## config.mk

```make
export PLATFORM = sky130hd
export DESIGN_NAME = pwr_wake_ctrl
export DESIGN_NICKNAME = d
export VERILOG_FILES = /design/src/rtl/pwr_wake_pkg.sv /design/src/rtl/pwr_wake_sync.sv /design/src/rtl/pwr_wake_detect.sv /design/src/rtl/pwr_wake_seq.sv /design/src/rtl/pwr_wake_ctrl.sv
export SDC_FILE = /design/constraint.sdc
export NUM_CORES = 1
export LEC_CHECK = 0
export CORE_UTILIZATION = 52
export DETAILED_ROUTE_END_ITERATION = 10
export GPL_ROUTABILITY_DRIVEN = 0
export GPL_TIMING_DRIVEN = 0
export PLACE_DENSITY_LB_ADDON = 0.1
export SYNTH_ARGS = -nofsm -noshare
export SYNTH_HDL_FRONTEND = slang
export SYNTH_SLANG_ARGS = --single-unit
```

## constraint.sdc

```tcl
create_clock -name clk -period 3.34 [get_ports clk]
set_clock_uncertainty 0.1 [all_clocks]
set_input_delay 0.668 -clock clk [delete_from_list [all_inputs] [get_ports clk]]
set_output_delay 0.668 -clock clk [all_outputs]
set_load 0.02 [all_outputs]
```

## src/rtl/pwr_wake_pkg.sv

```systemverilog
package pwr_wake_pkg;

   typedef enum logic [1:0] {
      MODE_ACTIVE  = 2'd0,
      MODE_SUSPEND = 2'd1,
      MODE_STANDBY = 2'd2
   } lp_mode_e;

   typedef enum logic [2:0] {
      ST_ACT,
      ST_DRAIN,
      ST_SUSP,
      ST_STBY,
      ST_LOCK
   } seq_st_e;

   localparam int NSRC   = 8;
   localparam int W_RST  = 0;
   localparam int W_VBUS = 1;
   localparam int W_CTS  = 2;
   localparam int W_CTL0 = 3;
   localparam int W_DP   = 4;
   localparam int W_DM   = 5;
   localparam int W_OTG  = 6;
   localparam int W_SSRX = 7;

   // sources compared against a baseline captured at mode entry
   localparam logic [NSRC-1:0] EDGE_SRC = 8'b0111_0000;
   // sources honoured in each low-power mode
   localparam logic [NSRC-1:0] SUSP_SET = 8'b1111_1111;
   localparam logic [NSRC-1:0] STBY_SET = 8'b0000_1111;
   // idle level of each synchronized input after power-on reset
   localparam logic [NSRC-1:0] IDLE_VAL = 8'b0101_0001;

endpackage

```

## src/rtl/pwr_wake_sync.sv

```systemverilog
module pwr_wake_sync #(
   parameter int              WIDTH   = 8,
   parameter int              STAGES  = 2,
   parameter logic [WIDTH-1:0] RST_VAL = '0
) (
   input  logic             clk,
   input  logic             rst_n,
   input  logic [WIDTH-1:0] d,
   output logic [WIDTH-1:0] q
);

   logic [WIDTH-1:0] pipe [STAGES];

   always_ff @(posedge clk or negedge rst_n) begin
      if (!rst_n) begin
         for (int s = 0; s < STAGES; s++) pipe[s] <= RST_VAL;
      end else begin
         pipe[0] <= d;
         for (int s = 1; s < STAGES; s++) pipe[s] <= pipe[s-1];
      end
   end

   assign q = pipe[STAGES-1];

endmodule

```

## src/rtl/pwr_wake_detect.sv

```systemverilog
module pwr_wake_detect
   import pwr_wake_pkg::*;
(
   input  logic            clk,
   input  logic            rst_n,
   input  logic [NSRC-1:0] sync_in,
   input  logic            snap,
   input  logic            cts_pol,
   input  logic [NSRC-1:0] allow,
   output logic [NSRC-1:0] hit_onehot,
   output logic            hit_any
);

   logic [NSRC-1:0] raw;
   logic [NSRC-1:0] masked;
   logic [NSRC-1:0] neg;

   for (genvar i = 0; i < NSRC; i++) begin : g_src
      if (EDGE_SRC[i]) begin : g_edge
         logic base_q;
         always_ff @(posedge clk or negedge rst_n) begin
            if (!rst_n)    base_q <= IDLE_VAL[i];
            else if (snap) base_q <= sync_in[i];
         end
         assign raw[i] = sync_in[i] ^ base_q;
      end else if (i == W_RST) begin : g_low
         assign raw[i] = ~sync_in[i];
      end else if (i == W_CTS) begin : g_pol
         assign raw[i] = (sync_in[i] == cts_pol);
      end else begin : g_high
         assign raw[i] = sync_in[i];
      end
   end

   assign masked     = raw & allow;
   assign neg        = ~masked + NSRC'(1);
   assign hit_onehot = masked & neg;
   assign hit_any    = |masked;

endmodule

```

## src/rtl/pwr_wake_seq.sv

```systemverilog
module pwr_wake_seq
   import pwr_wake_pkg::*;
#(
   parameter int LOCK_CYCLES = 16,
   localparam int CNT_W = (LOCK_CYCLES > 1) ? $clog2(LOCK_CYCLES) : 1
) (
   input  logic            clk,
   input  logic            rst_n,
   input  logic            sw_req_valid,
   input  logic [1:0]      sw_req_mode,
   input  logic            host_req_valid,
   input  logic [1:0]      host_req_mode,
   input  logic            xact_pending,
   input  logic [NSRC-1:0] hit_onehot,
   input  logic            hit_any,
   output logic            snap,
   output logic [NSRC-1:0] allow,
   output logic            clk_run,
   output logic            pll_en,
   output logic            osc_en,
   output logic            xcvr_en,
   output logic            core_pwr_en,
   output logic            core_rst,
   output logic            io_hold,
   output logic [1:0]      lp_mode,
   output logic [NSRC-1:0] wake_cause
);

   seq_st_e        st_q;
   lp_mode_e       tgt_q;
   logic [CNT_W-1:0] cnt_q;
   logic           rst_exit_q;
   logic           sw_ok, host_ok, req_any;
   lp_mode_e       req_mode;

   assign sw_ok   = sw_req_valid &&
                    (sw_req_mode == MODE_SUSPEND || sw_req_mode == MODE_STANDBY);
   assign host_ok = host_req_valid &&
                    (host_req_mode == MODE_SUSPEND || host_req_mode == MODE_STANDBY);
   assign req_any  = sw_ok || host_ok;
   assign req_mode = sw_ok ? lp_mode_e'(sw_req_mode) : lp_mode_e'(host_req_mode);

   assign snap = (st_q == ST_DRAIN) && !xact_pending;

   always_ff @(posedge clk or negedge rst_n) begin
      if (!rst_n) begin
         st_q       <= ST_ACT;
         tgt_q      <= MODE_ACTIVE;
         cnt_q      <= '0;
         rst_exit_q <= 1'b0;
         wake_cause <= '0;
      end else begin
         case (st_q)
            ST_ACT: begin
               if (req_any) begin
                  tgt_q <= req_mode;
                  st_q  <= ST_DRAIN;
               end
            end
            ST_DRAIN: begin
               if (!xact_pending)
                  st_q <= (tgt_q == MODE_STANDBY) ? ST_STBY : ST_SUSP;
            end
            ST_SUSP, ST_STBY: begin
               if (hit_any) begin
                  wake_cause <= hit_onehot;
                  rst_exit_q <= (st_q == ST_STBY) || hit_onehot[W_RST];
                  cnt_q      <= '0;
                  st_q       <= ST_LOCK;
               end
            end
            ST_LOCK: begin
               if (cnt_q == CNT_W'(LOCK_CYCLES - 1)) st_q  <= ST_ACT;
               else                                  cnt_q <= cnt_q + 1'b1;
            end
            default: st_q <= ST_ACT;
         endcase
      end
   end

   always_comb begin
      allow       = '0;
      clk_run     = 1'b0;
      pll_en      = 1'b1;
      osc_en      = 1'b1;
      xcvr_en     = 1'b1;
      core_pwr_en = 1'b1;
      core_rst    = 1'b0;
      io_hold     = 1'b0;
      lp_mode     = MODE_ACTIVE;
      case (st_q)
         ST_ACT, ST_DRAIN: clk_run = 1'b1;
         ST_SUSP: begin
            allow   = SUSP_SET;
            pll_en  = 1'b0;
            io_hold = 1'b1;
            lp_mode = MODE_SUSPEND;
         end
         ST_STBY: begin
            allow       = STBY_SET;
            pll_en      = 1'b0;
            osc_en      = 1'b0;
            xcvr_en     = 1'b0;
            core_pwr_en = 1'b0;
            core_rst    = 1'b1;
            io_hold     = 1'b1;
            lp_mode     = MODE_STANDBY;
         end
         ST_LOCK: core_rst = rst_exit_q;
         default: clk_run = 1'b0;
      endcase
   end

endmodule

```

## src/rtl/pwr_wake_ctrl.sv

```systemverilog
module pwr_wake_ctrl
   import pwr_wake_pkg::*;
#(
   parameter int SYNC_STAGES = 2,
   parameter int LOCK_CYCLES = 16
) (
   input  logic       clk,
   input  logic       rst_n,
   input  logic       sw_req_valid,
   input  logic [1:0] sw_req_mode,
   input  logic       host_req_valid,
   input  logic [1:0] host_req_mode,
   input  logic       xact_pending,
   input  logic       cts_pol,
   input  logic       dp_in,
   input  logic       dm_in,
   input  logic       otg_id_in,
   input  logic       ss_resume_in,
   input  logic       vbus_in,
   input  logic       cts_in,
   input  logic       ctl0_in,
   input  logic       ext_rst_n_in,
   output logic       clk_run,
   output logic       pll_en,
   output logic       osc_en,
   output logic       xcvr_en,
   output logic       core_pwr_en,
   output logic       core_rst,
   output logic       io_hold,
   output logic [1:0] lp_mode,
   output logic [7:0] wake_cause
);

   if (SYNC_STAGES < 2) begin : g_chk_sync
      $error("pwr_wake_ctrl: SYNC_STAGES must be at least 2");
   end
   if (LOCK_CYCLES < 1) begin : g_chk_lock
      $error("pwr_wake_ctrl: LOCK_CYCLES must be at least 1");
   end
   if (NSRC != 8) begin : g_chk_src
      $error("pwr_wake_ctrl: wake_cause port expects eight sources");
   end

   logic [NSRC-1:0] wake_raw;
   logic [NSRC-1:0] wake_sync;
   logic [NSRC-1:0] allow;
   logic [NSRC-1:0] hit_onehot;
   logic            hit_any;
   logic            snap;

   assign wake_raw = {ss_resume_in, otg_id_in, dm_in, dp_in,
                      ctl0_in, cts_in, vbus_in, ext_rst_n_in};

   pwr_wake_sync #(
      .WIDTH  (NSRC),
      .STAGES (SYNC_STAGES),
      .RST_VAL(IDLE_VAL)
   ) u_sync (
      .clk  (clk),
      .rst_n(rst_n),
      .d    (wake_raw),
      .q    (wake_sync)
   );

   pwr_wake_detect u_det (
      .clk       (clk),
      .rst_n     (rst_n),
      .sync_in   (wake_sync),
      .snap      (snap),
      .cts_pol   (cts_pol),
      .allow     (allow),
      .hit_onehot(hit_onehot),
      .hit_any   (hit_any)
   );

   pwr_wake_seq #(
      .LOCK_CYCLES(LOCK_CYCLES)
   ) u_seq (
      .clk           (clk),
      .rst_n         (rst_n),
      .sw_req_valid  (sw_req_valid),
      .sw_req_mode   (sw_req_mode),
      .host_req_valid(host_req_valid),
      .host_req_mode (host_req_mode),
      .xact_pending  (xact_pending),
      .hit_onehot    (hit_onehot),
      .hit_any       (hit_any),
      .snap          (snap),
      .allow         (allow),
      .clk_run       (clk_run),
      .pll_en        (pll_en),
      .osc_en        (osc_en),
      .xcvr_en       (xcvr_en),
      .core_pwr_en   (core_pwr_en),
      .core_rst      (core_rst),
      .io_hold       (io_hold),
      .lp_mode       (lp_mode),
      .wake_cause    (wake_cause)
   );

endmodule

```

==> results.py <==
metrics = {
    "clock_network": {
        "post_cts_buffers": 0,
        "cts.path.max_buffers": 2,
        "holdBufCountCts": 0,
        "cts_tree": "yes",
        "clkTransAtPathRegs_ns": 0.10,
        "cts_resized": 0,
        "cts_sinks": 37,
        "clk_latency_ns": 0.33,
        "cts_root_buf": "clkbuf_4",
        "cts_buffers": 5,
        "htreeDepth": 2,
    },
    "power": {
        "p_sw_frac": 0.357,
        "total_power_mw": 1.57,
        "p_switching_mw": 0.560,
        "internal-power_mw": 1.01,
        "vdd_drop_max_mv": 0.611,
        "leakage_nw": 0.848,
        "p_per_area_nw_per_um2": 808,
        "seq_power_share": 0.432,
        "clockPowerShare": 0.150,
        "combPwrFrac": 0.419,
    },
    "logic_synthesis": {
        "synth_commonest_cells": "29 x dfrtp_1, 12 x inv_1, 10 x nand2_1",
        "synth_ff_type": "dfrtp_1",
        "synth-seq-cells": 37,
        "ys_seq_area_frac": 0.622,
        "post-synth-top-count-cell": "dfrtp_1",
        "yosys-top-cells-area": "dfrtp_1 48%, dfstp_2 14%, xor2_1 3.5%",
        "async_flop_share": 1.00,
        "yosysWarnings": 0,
        "synth_enable_flop_cells": 0,
        "synth_area_sq_um": 1510,
        "synth.largest_area_cell": "dfrtp_1",
        "syn_inst": 125,
        "yosysUniqueCellTypes": 32,
        "synth_top_area_frac": 0.482,
        "syn_area_per_cell_sq_um": 12.0,
        "syn_nets": 144,
    },
    "worst_setup_path": {
        "cp_max_fo": 7,
        "r2r_setup_slack_ns": 1.46,
        "critPathCaptureType": "output port",
        "cp.arrival_ns": 2.08,
        "worstPathRequired_ns": 2.57,
        "start_kind": "flop",
        "worstSetupPathType": "reg2out",
    },
    "cells_and_area": {
        "layout-drive-gt1-share": 0.156,
        "fin_util": 0.703,
        "stdcell_area_sq_um": 1940,
        "area_growth_pct": 28.8,
        "num-nets-final": 185,
        "fin_cells": 198,
        "nFillCells": 212,
        "antenna_cells": 0,
    },
    "grt": {
        "grt_pass1_vias": 1053,
        "grt-ovfl-total": 0,
        "grt_max_degree": 38,
        "track_usage": 0.188,
        "antenna_found_initial": 0,
        "grt_pass1_wl_um": 4460,
    },
    "timing": {
        "hold_violations": 0,
        "period_needed_ns": 2.84,
        "max_freq_mhz": 352,
        "fin_ws_ns": 0.497,
        "fin_crit_sh": 0.851,
        "worstMarginPinSlew_ns": 0.781,
        "rsz0062_at_grt": "no",
        "setup_viol": 0,
        "maxSlewViolCount": 0,
        "fin_worst_hold_slack_ns": 0.246,
        "slew_headroom": 0.479,
        "finalSetupTns_ns": 0,
    },
    "floorplanning": {
        "fp.dieW_um": 55.8,
        "core_area_sq_um": 2760,
        "fp.dieArea_sq_um": 3110,
        "floorplan.initialDensity": 0.546,
        "num_rows": 19,
        "die_height_um": 55.8,
        "ios": 35,
    },
    "drt": {
        "vias": 1038,
        "wl_um": 2520,
        "via_per_inst": 5.24,
        "avgRoutedWirePerCell_um": 12.7,
        "ant_nets": 0,
        "drcViolationCount": 0,
        "drt-pass1-iter-count": 4,
        "drt-initial-drc-count": 25,
    },
    "placement": {
        "place_ws_ns": 0.824,
        "hpwlAfterDp_um": 1850,
        "io_buffers": 34,
        "place_area_sq_um": 1880,
        "placedCellCount": 190,
    },
    "min_path": {
        "timing.hold.worst.class": "reg2reg",
    },
    "run": {
        "drv_cap": 0,
    },
    "status": {
        "status": "complete, no violations",
    },
}
==> power by group through the flow <==
stage	Clock [mW]	Combinational [mW]	Sequential, mW
6_report	0.234	0.656	0.676
5_1_grt	0.264	0.717	0.694
4_1_cts	0.245	0.663	0.677
3_5_place_dp	0	0.661	0.686
3_3_place_gp	0	0.636	0.678
2_1_floorplan	0	0.383	0.713
==> state kept, by name, summed over array words and instances (netlist names) <==
| name | count |
|---|---|
| u_seq.tgt_q | 2 |
| u_seq.rst_exit_q | 1 |
| u_sync.pipe | 8 |
| u_sync.q | 8 |
| u_seq.wake_cause | 8 |
| u_det.g_src.g_edge.base_q | 3 |
| u_seq.st_q | 3 |
| u_seq.cnt_q | 4 |
==> path summary, 6_finish.rpt <==
path | end | start | depth (start not counted)
min reg2reg | u_sync.q[7]$_DFF_PN0_ | u_sync.pipe[15]$_DFF_PN0_ | 0
max in group asynchronous | u_sync.pipe[13]$_DFF_PN0_ | rst_n | 1
max reg2reg | u_det.g_src[5].g_edge.base_q$_DFFE_PN0P_ | u_seq.st_q[0]$_DFFE_PN0P_ | 3
min in group asynchronous | u_seq.tgt_q[1]$_DFFE_PN0P_ | rst_n | 1
min | u_sync.q[7]$_DFF_PN0_ | u_sync.pipe[15]$_DFF_PN0_ | 0
max | core_rst | u_seq.st_q[2]$_DFFE_PN0P_ | 3
==> area by class of cell <==
| cell class | count | area, sq um | share of cell area |
|---|---|---|---|
| multi-input cells | 72 | 497 | 0.256 |
| clock buffers | 8 | 58.8 | 0.0303 |
| well taps | 31 | 38.8 | 0.0200 |
| flip-flops and latches | 37 | 936 | 0.483 |
| plain buffers | 4 | 27.5 | 0.0142 |
| inverters | 12 | 45.0 | 0.0232 |
| repair buffers | 34 | 335 | 0.173 |
==> logic make-up after synthesis <==
family / share of synthesized area
DFF: 0.622
and+or+nand+nor: 0.116
AOI/OAI and AO/OA: 0.0964
buffers and inverters: 0.0482
muxes: 0.0632
xor gates and xnor gates: 0.0466
adders and majority gates: 0.00831
==> metal layers <==
| layer | up-vias | global-route usage | part of all wire | wire (um) |
|---|---|---|---|---|
| li1 | 507 | - | - | - |
| met4 | 0 | 0.0643 | 0.012 | 30 |
| met5 | - | 0 | 0 | 0 |
| met3 | 3 | 0.0628 | 0.059 | 148 |
| met2 | 33 | 0.322 | 0.49 | 1240 |
| met1 | 495 | 0.221 | 0.44 | 1100 |
==> critical path: stages, from the launching register on <==
cell             delay [ns]
dfrtp_1                0.50
or3b_1                 0.47
o21ai_0                0.17
clkdlybuf4s50_1        0.62
==> placed cells by master, fill, tap and decap left out, drive strengths merged <==
master         count
or2                1
inv               12
nand3b             1
mux2i              5
nor2               4
xnor2              2
a22oi              3
nand2b             3
o22ai              3
dfstp              8
nand4b             1
o21ai              8
nor4               2
mux2               4
a211oi             1
buf                5
a31o               1
nand2             10
nor3b              1
ha                 1
dfrtp             29
nand3              3
clkdlybuf4s50     33
nor2b              2
a21oi              5
a221o              1
nand4              2
xor2               6
or3b               1
o21bai             1
clkbuf             8
Power figures use the tool's default switching activity.
